$ cat src/rtl/cke_pkg.sv
package cke_pkg;

  typedef enum logic [2:0] {
    CMD_NOP   = 3'd0,
    CMD_DESEL = 3'd1,
    CMD_ACT   = 3'd2,
    CMD_READ  = 3'd3,
    CMD_WRITE = 3'd4,
    CMD_PRE   = 3'd5,
    CMD_REF   = 3'd6,
    CMD_MRS   = 3'd7
  } cmd_e;

  typedef enum logic [2:0] {
    ST_NORMAL  = 3'd0,
    ST_SUSPEND = 3'd1,
    ST_PDOWN   = 3'd2,
    ST_SREF    = 3'd3,
    ST_RECOVER = 3'd4
  } pstate_e;

  // strobes from control to the recovery timer
  typedef struct packed {
    logic load;
    logic dec;
  } tmr_strb_t;

endpackage

$ cat src/rtl/cke_timer.sv
module cke_timer #(
  parameter int RECOV_CYC = 8
) (
  input  logic                 clk,
  input  logic                 rst_n,
  input  cke_pkg::tmr_strb_t   strb,
  output logic                 lastTick
);
  localparam int CW = $clog2(RECOV_CYC + 1);

  logic [CW-1:0] count;

  always_ff @(posedge clk or negedge rst_n) begin
    if (!rst_n) begin
      count <= '0;
    end else if (strb.load) begin
      count <= CW'(RECOV_CYC);
    end else if (strb.dec && count != '0) begin
      count <= count - CW'(1);
    end
  end

  assign lastTick = (count == CW'(1));

endmodule

$ cat src/rtl/cke_ctrl.sv
module cke_ctrl
  import cke_pkg::*;
(
  input  logic      clk,
  input  logic      rst_n,
  input  logic      ckePrev,
  input  logic      ckeCur,
  input  cmd_e      cmd,
  input  logic      allIdle,
  input  logic      lastTick,
  output pstate_e   state,
  output logic      illegal,
  output tmr_strb_t strb
);
  pstate_e nxt;
  logic    illNxt;
  logic    fallEdge, riseEdge, quiet;

  assign fallEdge = ckePrev & ~ckeCur;
  assign riseEdge = ~ckePrev & ckeCur;
  assign quiet    = (cmd == CMD_NOP) || (cmd == CMD_DESEL);

  always_comb begin
    nxt    = state;
    illNxt = 1'b0;
    strb   = '0;
    case (state)
      ST_NORMAL: begin
        if (fallEdge) begin
          if (cmd == CMD_REF) begin
            if (allIdle) nxt = ST_SREF;
            else         illNxt = 1'b1;
          end else if (quiet) begin
            if (allIdle) nxt = ST_PDOWN;
            else         illNxt = 1'b1;
          end else begin
            nxt = ST_SUSPEND;
          end
        end
      end
      ST_SUSPEND: if (ckeCur) nxt = ST_NORMAL;
      ST_PDOWN:   if (ckeCur) nxt = ST_NORMAL;
      ST_SREF: begin
        if (ckeCur) begin
          if (riseEdge && quiet) begin
            nxt       = ST_RECOVER;
            strb.load = 1'b1;
          end else begin
            illNxt = 1'b1;
          end
        end
      end
      ST_RECOVER: begin
        if (lastTick) nxt = ST_NORMAL;
        else          strb.dec = 1'b1;
      end
      default: nxt = ST_NORMAL;
    endcase
  end

  always_ff @(posedge clk or negedge rst_n) begin
    if (!rst_n) begin
      state   <= ST_NORMAL;
      illegal <= 1'b0;
    end else begin
      state   <= nxt;
      illegal <= illNxt;
    end
  end

endmodule

$ cat src/rtl/cke_power_ctrl.sv
module cke_power_ctrl #(
  parameter int RECOV_CYC = 8
) (
  input  logic       clk,
  input  logic       rst_n,
  input  logic       ckePrev,
  input  logic       ckeCur,
  input  logic [2:0] cmd,
  input  logic       allIdle,
  output logic [2:0] powerState,
  output logic       illegal,
  output logic       cmdBlock
);
  import cke_pkg::*;

  pstate_e   state;
  tmr_strb_t strb;
  logic      lastTick;

  cke_ctrl u_ctrl (
    .clk      (clk),
    .rst_n    (rst_n),
    .ckePrev  (ckePrev),
    .ckeCur   (ckeCur),
    .cmd      (cmd_e'(cmd)),
    .allIdle  (allIdle),
    .lastTick (lastTick),
    .state    (state),
    .illegal  (illegal),
    .strb     (strb)
  );

  cke_timer #(.RECOV_CYC(RECOV_CYC)) u_timer (
    .clk      (clk),
    .rst_n    (rst_n),
    .strb     (strb),
    .lastTick (lastTick)
  );

  assign powerState = state;
  assign cmdBlock   = (state != ST_NORMAL);

endmodule

$ cat config.mk
export PLATFORM = sky130hd
export DESIGN_NAME = cke_power_ctrl
export DESIGN_NICKNAME = d
export VERILOG_FILES = /design/src/rtl/cke_pkg.sv /design/src/rtl/cke_timer.sv /design/src/rtl/cke_ctrl.sv /design/src/rtl/cke_power_ctrl.sv
export SDC_FILE = /design/constraint.sdc
export NUM_CORES = 1
export LEC_CHECK = 0
export ABC_AREA = 1
export BUFFER_PORTS_ARGS = -buffer_cell sky130_fd_sc_hd__buf_4
export CORE_AREA = 2 2 39 41
export CTS_BUF_LIST = sky130_fd_sc_hd__clkbuf_8
export DETAILED_ROUTE_END_ITERATION = 10
export DIE_AREA = 0 0 41 43
export PLACE_DENSITY = 0.68
export SYNTH_ARGS = -nofsm -noshare
export SYNTH_HDL_FRONTEND = slang
export SYNTH_SLANG_ARGS = --single-unit
$ cat constraint.sdc
create_clock -name clk -period 2.8 [get_ports clk]
set_clock_uncertainty 0.15 [all_clocks]
set_input_delay 0.56 -clock clk [delete_from_list [all_inputs] [get_ports clk]]
set_output_delay 0.56 -clock clk [all_outputs]
set_load 0.02 [all_outputs]
# == Word level (Yosys, flattened, before mapping) ==
# Index checks and enable logic that the tools add are counted.
# op_classes
add_sub_neg,1
eq_ne,14
n_mux,24
n_bitwise,4
n_reduce_logical,10
# op_table
operator,count
3-bit 2-to-1 mux,9
3-bit case mux with 4 select lines,1
1-bit 2-to-1 mux,11
4-bit 2-to-1 mux,2
7-bit AND reduction,1
"3-bit by 1-bit equality test with 1-bit output, second input constant",2
"3-bit by 2-bit equality test with 1-bit output, second input constant",2
"3-bit equality test, second input constant",2
3-bit zero test,2
"2-bit by 1-bit inequality test with 1-bit output, second input constant",3
"3-bit inequality test, second input constant",2
"4-bit by 1-bit equality test with 1-bit output, second input constant",1
"2-bit inequality test, second input constant",2
4-bit nonzero test,1
"4-bit by 1-bit subtractor with 4-bit output, second input constant",1
3-bit nonzero test,1
1-bit AND,2
1-bit logical AND,2
1-bit inverter,2
1-bit case mux with 2 select lines,1
2-bit nonzero test,1
2-bit OR reduction,1
1-bit logical OR,1
# totals
reg_bits,8
out_inout_bits,5
word_cells,56

# == Logic depth before layout (Yosys ltp) ==
# Gate-level depths: netlist of the first run.
# logic_depth
depth_word,7
depth_mapped,9

# == Cells and area by module ==
# A second synthesis of the first run with hierarchy kept.
# hier_totals
cells_unflattened,79
area_unflattened_um2,573.0
# by_module_without_submodules
module,n_inst,cells_each,area_each_um2,seq_area_each_um2
cke_ctrl,1,43,282.8,100.1
cke_timer,1,33,279.0,100.1
cke_power_ctrl,1,3,11.3,0.0

# == Least setup slack after synthesis of the first run ==
# Ideal clock, no wire load.
# synth_path
kind,register to output
from,register u_ctrl.state[0]
to,output port cmdBlock
arrival_time_ps,840
t_required_ps,2090
setup_slack_ps,1250
stages_incl_launch_ff,3
n_path_buf,0
cell_sequence,dfrtp_1 > nor2_2 > nand2_1
# synth_between
elab_chain_len,1
# synth_lines
item,line,source
"start, declared",cke_ctrl.sv:11,"output pstate_e state,"
"start signal, assigned",cke_ctrl.sv:66,state <= nxt;
3-bit nonzero test,cke_power_ctrl.sv:41,assign cmdBlock = (state != ST_NORMAL);
"end, declared",cke_power_ctrl.sv:12,output logic cmdBlock
# No other way between the ends.

# == Final worst setup path of the first run ==
# Same ends and word-level chain as after synthesis.

==> results of run 1 <==
sequential cells by signal, indices dropped and copies added, names as in the netlist:
signal and flops:
u_ctrl.illegal 1, u_timer.count 4, u_ctrl.state 3
layer usage:
metal | up-vias | routed length [um] | share of wire
li1 | 285 | - | -
met1 | 236 | 449 | 0.40
met2 | 9 | 577 | 0.51
met3 | 4 | 65 | 0.058
met4 | 0 | 31 | 0.028
met5 | - | 0 | 0
synth_stat cells, drive strengths merged:
cell type  number  area share
a21oi           2       0.017
dfrtp           8        0.34
ha              2       0.042
inv            15       0.095
nand2          22        0.17
nand3          10        0.11
nand3b          1       0.013
nand4           1       0.011
nor2           12        0.13
o21ai           3       0.032
o22ai           2       0.021
xor2            2       0.030
power groups by stage:
stage	Clock (W)	Sequential [W]	Combinational [W]
global placement	0	0.000163	0.000264
CTS	0.000142	0.000162	0.000267
finish	0.000138	0.000162	0.000264
floorplan	0	0.000179	0.000164
detailed placement	0	0.000164	0.000265
global route	0.000151	0.000167	0.000297
cell families (layout without fill, tap and decap cells):
family          count (synthesis)  after routing
buf+inv                        15             31
xor+xnor                        2              2
flops                           8              8
fa+ha+maj                       2              2
simple gates                   46             46
compound gates                  7              7
per-stage QoR:
step / power (W) / cell area [um^2]
global route: 0.000615 / 753
global placement: 0.000427 / 702
detailed placement: 0.000428 / 702
finish: 0.000564 / 753
CTS: 0.000572 / 753
floorplan: 0.000343 / 592
worst max-delay path: stages (launching register included):
cell and delay, ns:
dfrtp_1 0.42, nor2_2 0.19, nand2_1 0.13, buf_4 0.18
path summary, 6_finish.rpt:
path | slack [ns] | depth (start not counted) | to | start
max reg2reg | 1.36 | 9 | u_ctrl.state[1] | u_timer.count[1]
min | 0.36 | 2 | u_timer.count[3] | u_timer.count[3]
max in group asynchronous | 1.84 | 2 | u_timer.count[1] | rst_n
max | 0.95 | 3 | cmdBlock | u_ctrl.state[0]
min reg2reg | 0.36 | 2 | u_timer.count[3] | u_timer.count[3]
min in group asynchronous | 0.53 | 2 | u_ctrl.illegal | rst_n
layout make-up:
cell class,count,share of cell area
Clock buffer,3,0.0548
Inverter,15,0.0748
Multi-Input combinational cell,57,0.445
Sequential cell,8,0.266
Tap cell,16,0.0266
Timing Repair Buffer,13,0.133
==> summary.txt, run 1 <==
FF/Latch Area = 200 um^2
Sw Ratio = 0.407
Initial antenna violation count = 0
Count of final setup violators = 0
Synth Area in Adders = 0.0423
Simple logic cell fraction of the synthesized area = 0.425
M1 GR Usage = 0.141
Setup Buffers After CTS = 0
Final Cycle Share = 0.662
RSZ-0062 raised after global routing = no
I/O pins = 13
Final setup TNS = 0 ns
Number of library cell types mapped by synthesis = 18
Pin count of the biggest net entering global routing = 9
Clock-pin slew on the worst setup and hold paths = 0.04 ns
Multi-input gate area = 335 um^2
Layout Cells excl Fill = 112
Met3 Use GR = 0.0942
Layout Utilization = 0.544
Vias per cell = 4.77
DRC viols = 0
Worst hold margin = 0.356 ns
Critical Path RT = 2.09 ns
Critical path launch point type = register
Placed cells = 108
Ant. Diodes = 0
Worst-margin pin slew = 0.204 ns
Setup CP Type = reg2out
Setup ws final = 0.946 ns
Hold_buf cts = 1
Commonest cells after routing, fill and taps aside = nand2_1 (19), inv_1 (15), buf_4 (12)
Met2 usage in global routing = 0.288
TritonCTS Sinks = 8
Total track usage = 0.170
Part of the Yosys area used for sequential elements = 0.338
Resized Gates After CTS = 0
Post-route ant nets = 0
Psw = 0.000230 W
Pwr/cell area = 749 mW/mm^2
Final nets = 108
Detailed Route Iter0 Violations = 4
Synth-to-Final Area Change = 27.3%
Busiest grt layer = met2
Synthesized cell area = 592 um^2
Clk_lat worst skew = 0.23 ns
Cts bufs inserted = 3
Post-DP HPWL = 924 um
Number of warnings issued by yosys = 0
CTS tree = yes
Setup WS pre-CTS = 1.19 ns
First-pass GRT wire length = 1.86 mm
#FFs+latches synth = 8
Fraction of layout cells with a size suffix above 1 = 0.271
Vias post-DR = 534
Part of the power in registers = 0.286
Die height = 43 um
Crit path DAT = 1.14 ns
Die ar. = 0.00176 mm^2
Gate count of the mapped netlist = 80
DIE WIDTH = 41 um
Clk buf depth = 2
Avg Synthesized Cell Area = 7.40 um^2
Slew Viols, Final = 0
Status = completed
Initial cell density of the core = 0.428
Final hold vios = 0
Final wirelength = 1.12 mm
Max rail drop VDD = 0.370 mV
Root Driver = clkbuf_8
Final Critical Period = 1.85 ns
Crit end category = output pin
PortBufs = 12
Clock Power Share = 0.245
Synth Net Count = 90
Gpl congestion = 0.763
Pint = 0.000334 W
Crit path max fanout = 5
Logic pwr share = 0.469
Maxcap violations = 0
Number of global-route vias before repair = 498
Fraction of synthesized area in multiplexers = 0
Core Footprint = 0.00138 mm^2
CTS H-tree lvls = 1
Worst Hold Class = reg2reg
Relative slew slack = 0.864
Compound-cell area share of the yosys netlist = 0.0698
Commonest non-fill, non-tap cell in the layout = nand2_1
Drt first pass iters = 2
Remaining global-route overflow = 0
Leakage = 0.428 nW
Fillers = 139
Core Rows = 14
Maximum clock frequency = 539 MHz
Post-synthesis xor/xnor area fraction = 0.0296
Largest family of logic cells by synthesized area = simple AND/OR/NAND/NOR gates
WL/cell = 10.0 um
(Power assumes the default switching activity.)
==> inputs of run 2 (changes only) <==
clock period = 1.9 ns   (was 2.8 ns; I/O delays follow)
==> run 2 against run 1 <==
Effect of this change:
- via count decreased by 1.3%
- non-clock buffer count unchanged
- combinational power increased by 47%
- global-route usage decreased by 0.30 points
- largest power group unchanged
- highest routed layer is now met3
==> summary.txt, run 2 (synthesis gave the netlist of run 1 again) <==
Psw = 0.000335 W (was 0.000230 W)
I/O pins = 13 (unchanged)
Hold Path End = u_ctrl.state[1] (was u_timer.count[3])
Fillers = 133 (was 139)
Sw Ratio = 0.405 (was 0.407)
Clk buf depth = 2 (unchanged)
Crit path DAT = 1.13 ns (was 1.14 ns)
Commonest non-fill, non-tap cell in the layout = nand2_1 (unchanged)
Final Critical Period = 1.66 ns
Remaining global-route overflow = 0 (unchanged)
Crit end category = output pin (unchanged)
Reg2reg start = u_timer.count[1] (unchanged)
Status = completed (unchanged)
Critical path launch point type = register (unchanged)
Crit path max fanout = 5 (unchanged)
Maximum clock frequency = 602 MHz
Die ar. = 0.00176 mm^2 (unchanged)
Worst R2R Setup Slack = 0.47 ns (was 1.36 ns)
PortBufs = 12 (unchanged)
Initial antenna violation count = 0 (unchanged)
Ant. Diodes = 0 (unchanged)
FF-to-FF End = u_ctrl.state[0] (was u_ctrl.state[1])
Count of final setup violators = 0 (unchanged)
Busiest grt layer = met2 (unchanged)
Clk_lat worst skew = 0.23 ns (about the same)
Drt first pass iters = 4 (was 2)
Core Rows = 14 (unchanged)
Pwr/cell area = 1100 mW/mm^2 (was 749 mW/mm^2)
Final setup TNS = 0 ns (unchanged)
DRC viols = 0 (unchanged)
Total track usage = 0.167 (was 0.170)
Setup CP Type = reg2out (unchanged)
Regs by FF count = u_timer.count: 4 flops, u_ctrl.state: 3 flops, u_ctrl.illegal: 1 flops (unchanged)
Post-route ant nets = 0 (unchanged)
Vias post-DR = 527 (was 534)
Part of the power in registers = 0.289 (was 0.286)
Number of global-route vias before repair = 516 (was 498)
Logic pwr share = 0.468 (was 0.469)
Setup Buffers After CTS = 0 (unchanged)
Initial cell density of the core = 0.428 (unchanged)
Detailed Route Iter0 Violations = 2 (was 4)
Worst-margin pin slew = 0.208 ns (was 0.204 ns)
Vias per cell = 4.71 (was 4.77)
Pint = 0.000492 W (was 0.000334 W)
CP max stage cell = dfrtp_1 (unchanged)
Final hold vios = 0 (unchanged)
Cts bufs inserted = 3 (unchanged)
Relative slew slack = 0.861 (was 0.864)
Fraction of layout cells with a size suffix above 1 = 0.271 (unchanged)
DIE WIDTH = 41 um (unchanged)
Critical Path RT = 1.37 ns (was 2.09 ns)
Leakage = 0.428 nW (unchanged)
Met3 Use GR = 0.0942 (unchanged)
Max rail drop VDD = 0.629 mV (was 0.370 mV)
WL/cell = 10.1 um (was 10.0 um)
Final Cycle Share = 0.874
First-pass GRT wire length = 1.95 mm (was 1.86 mm)
Largest register by flop count = u_timer.count (unchanged)
Slew Viols, Final = 0 (unchanged)
Gpl congestion = 0.764 (was 0.763)
Core Footprint = 0.00138 mm^2 (unchanged)
Clock-pin slew on the worst setup and hold paths = 0.04 ns (about the same)
RSZ-0062 raised after global routing = no (unchanged)
Final nets = 108 (unchanged)
Met2 usage in global routing = 0.297 (was 0.288)
Worst Hold Class = in2reg (was reg2reg)
Worst path max stage delay = 0.42 ns (about the same)
Crit-path cells = nor2_2 -> nand2_1 -> buf_4 (unchanged)
CTS tree = yes (unchanged)
CTS H-tree lvls = 1 (unchanged)
Clock Power Share = 0.243 (was 0.245)
Final wirelength = 1.13 mm (was 1.12 mm)
HP Start = allIdle (was u_timer.count[3])
Post-DP HPWL = 935 um (was 924 um)
Max reg flops = 4 (unchanged)
TritonCTS Sinks = 8 (unchanged)
Hold path depth = 3 (was 2)
Reg2Reg Depth = 9 (unchanged)
Die height = 43 um (unchanged)
Maxcap violations = 0 (unchanged)
Commonest cells after routing, fill and taps aside = nand2_1 (19), inv_1 (15), buf_4 (12) (unchanged)
Synth-to-Final Area Change = 27.3% (unchanged)
M1 GR Usage = 0.161 (was 0.141)
Root Driver = clkbuf_8 (unchanged)
Pin count of the biggest net entering global routing = 9 (unchanged)
Total power = 0.000828 W (was 0.000564 W)
[run 2: cell counts in the layout (fill, tap and decap cells not counted)]
Identical to the previous run, type by type.
[run 2: how the worst max path moves through the flow]
stage	startpoint	end	depth (start not counted)
after floorplan	u_ctrl.state[2]	u_ctrl.state[0]	7
after global routing	u_ctrl.state[0]	cmdBlock	3
after global placement	u_ctrl.state[0]	cmdBlock	3
after detailed placement	u_ctrl.state[0]	cmdBlock	3
final	u_ctrl.state[0]	cmdBlock	3
after CTS	u_ctrl.state[0]	cmdBlock	3
[run 2: cell type report]
cell class / instances / area, um^2 / area share
Multi-Input combinational cell: 57 / 335 / 0.445
Sequential cell: 8 / 200 / 0.266
Timing Repair Buffer: 13 / 100 / 0.133
Inverter: 15 / 56.3 / 0.0748
Clock buffer: 3 / 41.3 / 0.0548
Tap cell: 16 / 20.0 / 0.0266
[run 2: through the flow]
step                cell area, um^2  setup slack, ns  hold WS (ns)  utilization  cells
floorplan                       592            0.485       -0.0656            -     80
global placement                702            0.465        0.0524        0.507    108
detailed placement              702            0.472        0.0541        0.507    108
CTS                             753            0.227         0.244        0.544    112
global route                    753            0.167         0.255        0.544    112
finish                          753            0.240         0.246        0.544    112
[run 2: layer usage]
metal | part of all wire | routed length, um | vias up
met3 | 0.067 | 76 | 0
met2 | 0.55 | 625 | 12
met5 | 0 | 0 | -
met4 | 0 | 0 | 0
met1 | 0.38 | 427 | 232
li1 | - | - | 283
[run 2: repair_timing]
action / in CTS / in global routing
hold endpoints to repair: 8 / 0
hold buffers: 1 / 0
resized for setup: 0 / 0
[run 2: critical path, delay by kind of cell (launching register included)]
| kind | cells | cell delay (ns) |
|---|---|---|
| flops | 1 | 0.42 |
| buf+inv | 1 | 0.18 |
| simple gates | 2 | 0.31 |
[run 2: power by group through the flow]
stage / sequential, W / combinational, W / clock, W
after floorplan: 0.000264 / 0.000242 / 0
after global placement: 0.000241 / 0.000388 / 0
after detailed placement: 0.000241 / 0.000389 / 0
after CTS: 0.000239 / 0.000393 / 0.000208
after global routing: 0.000246 / 0.000443 / 0.000219
final: 0.000239 / 0.000387 / 0.000201
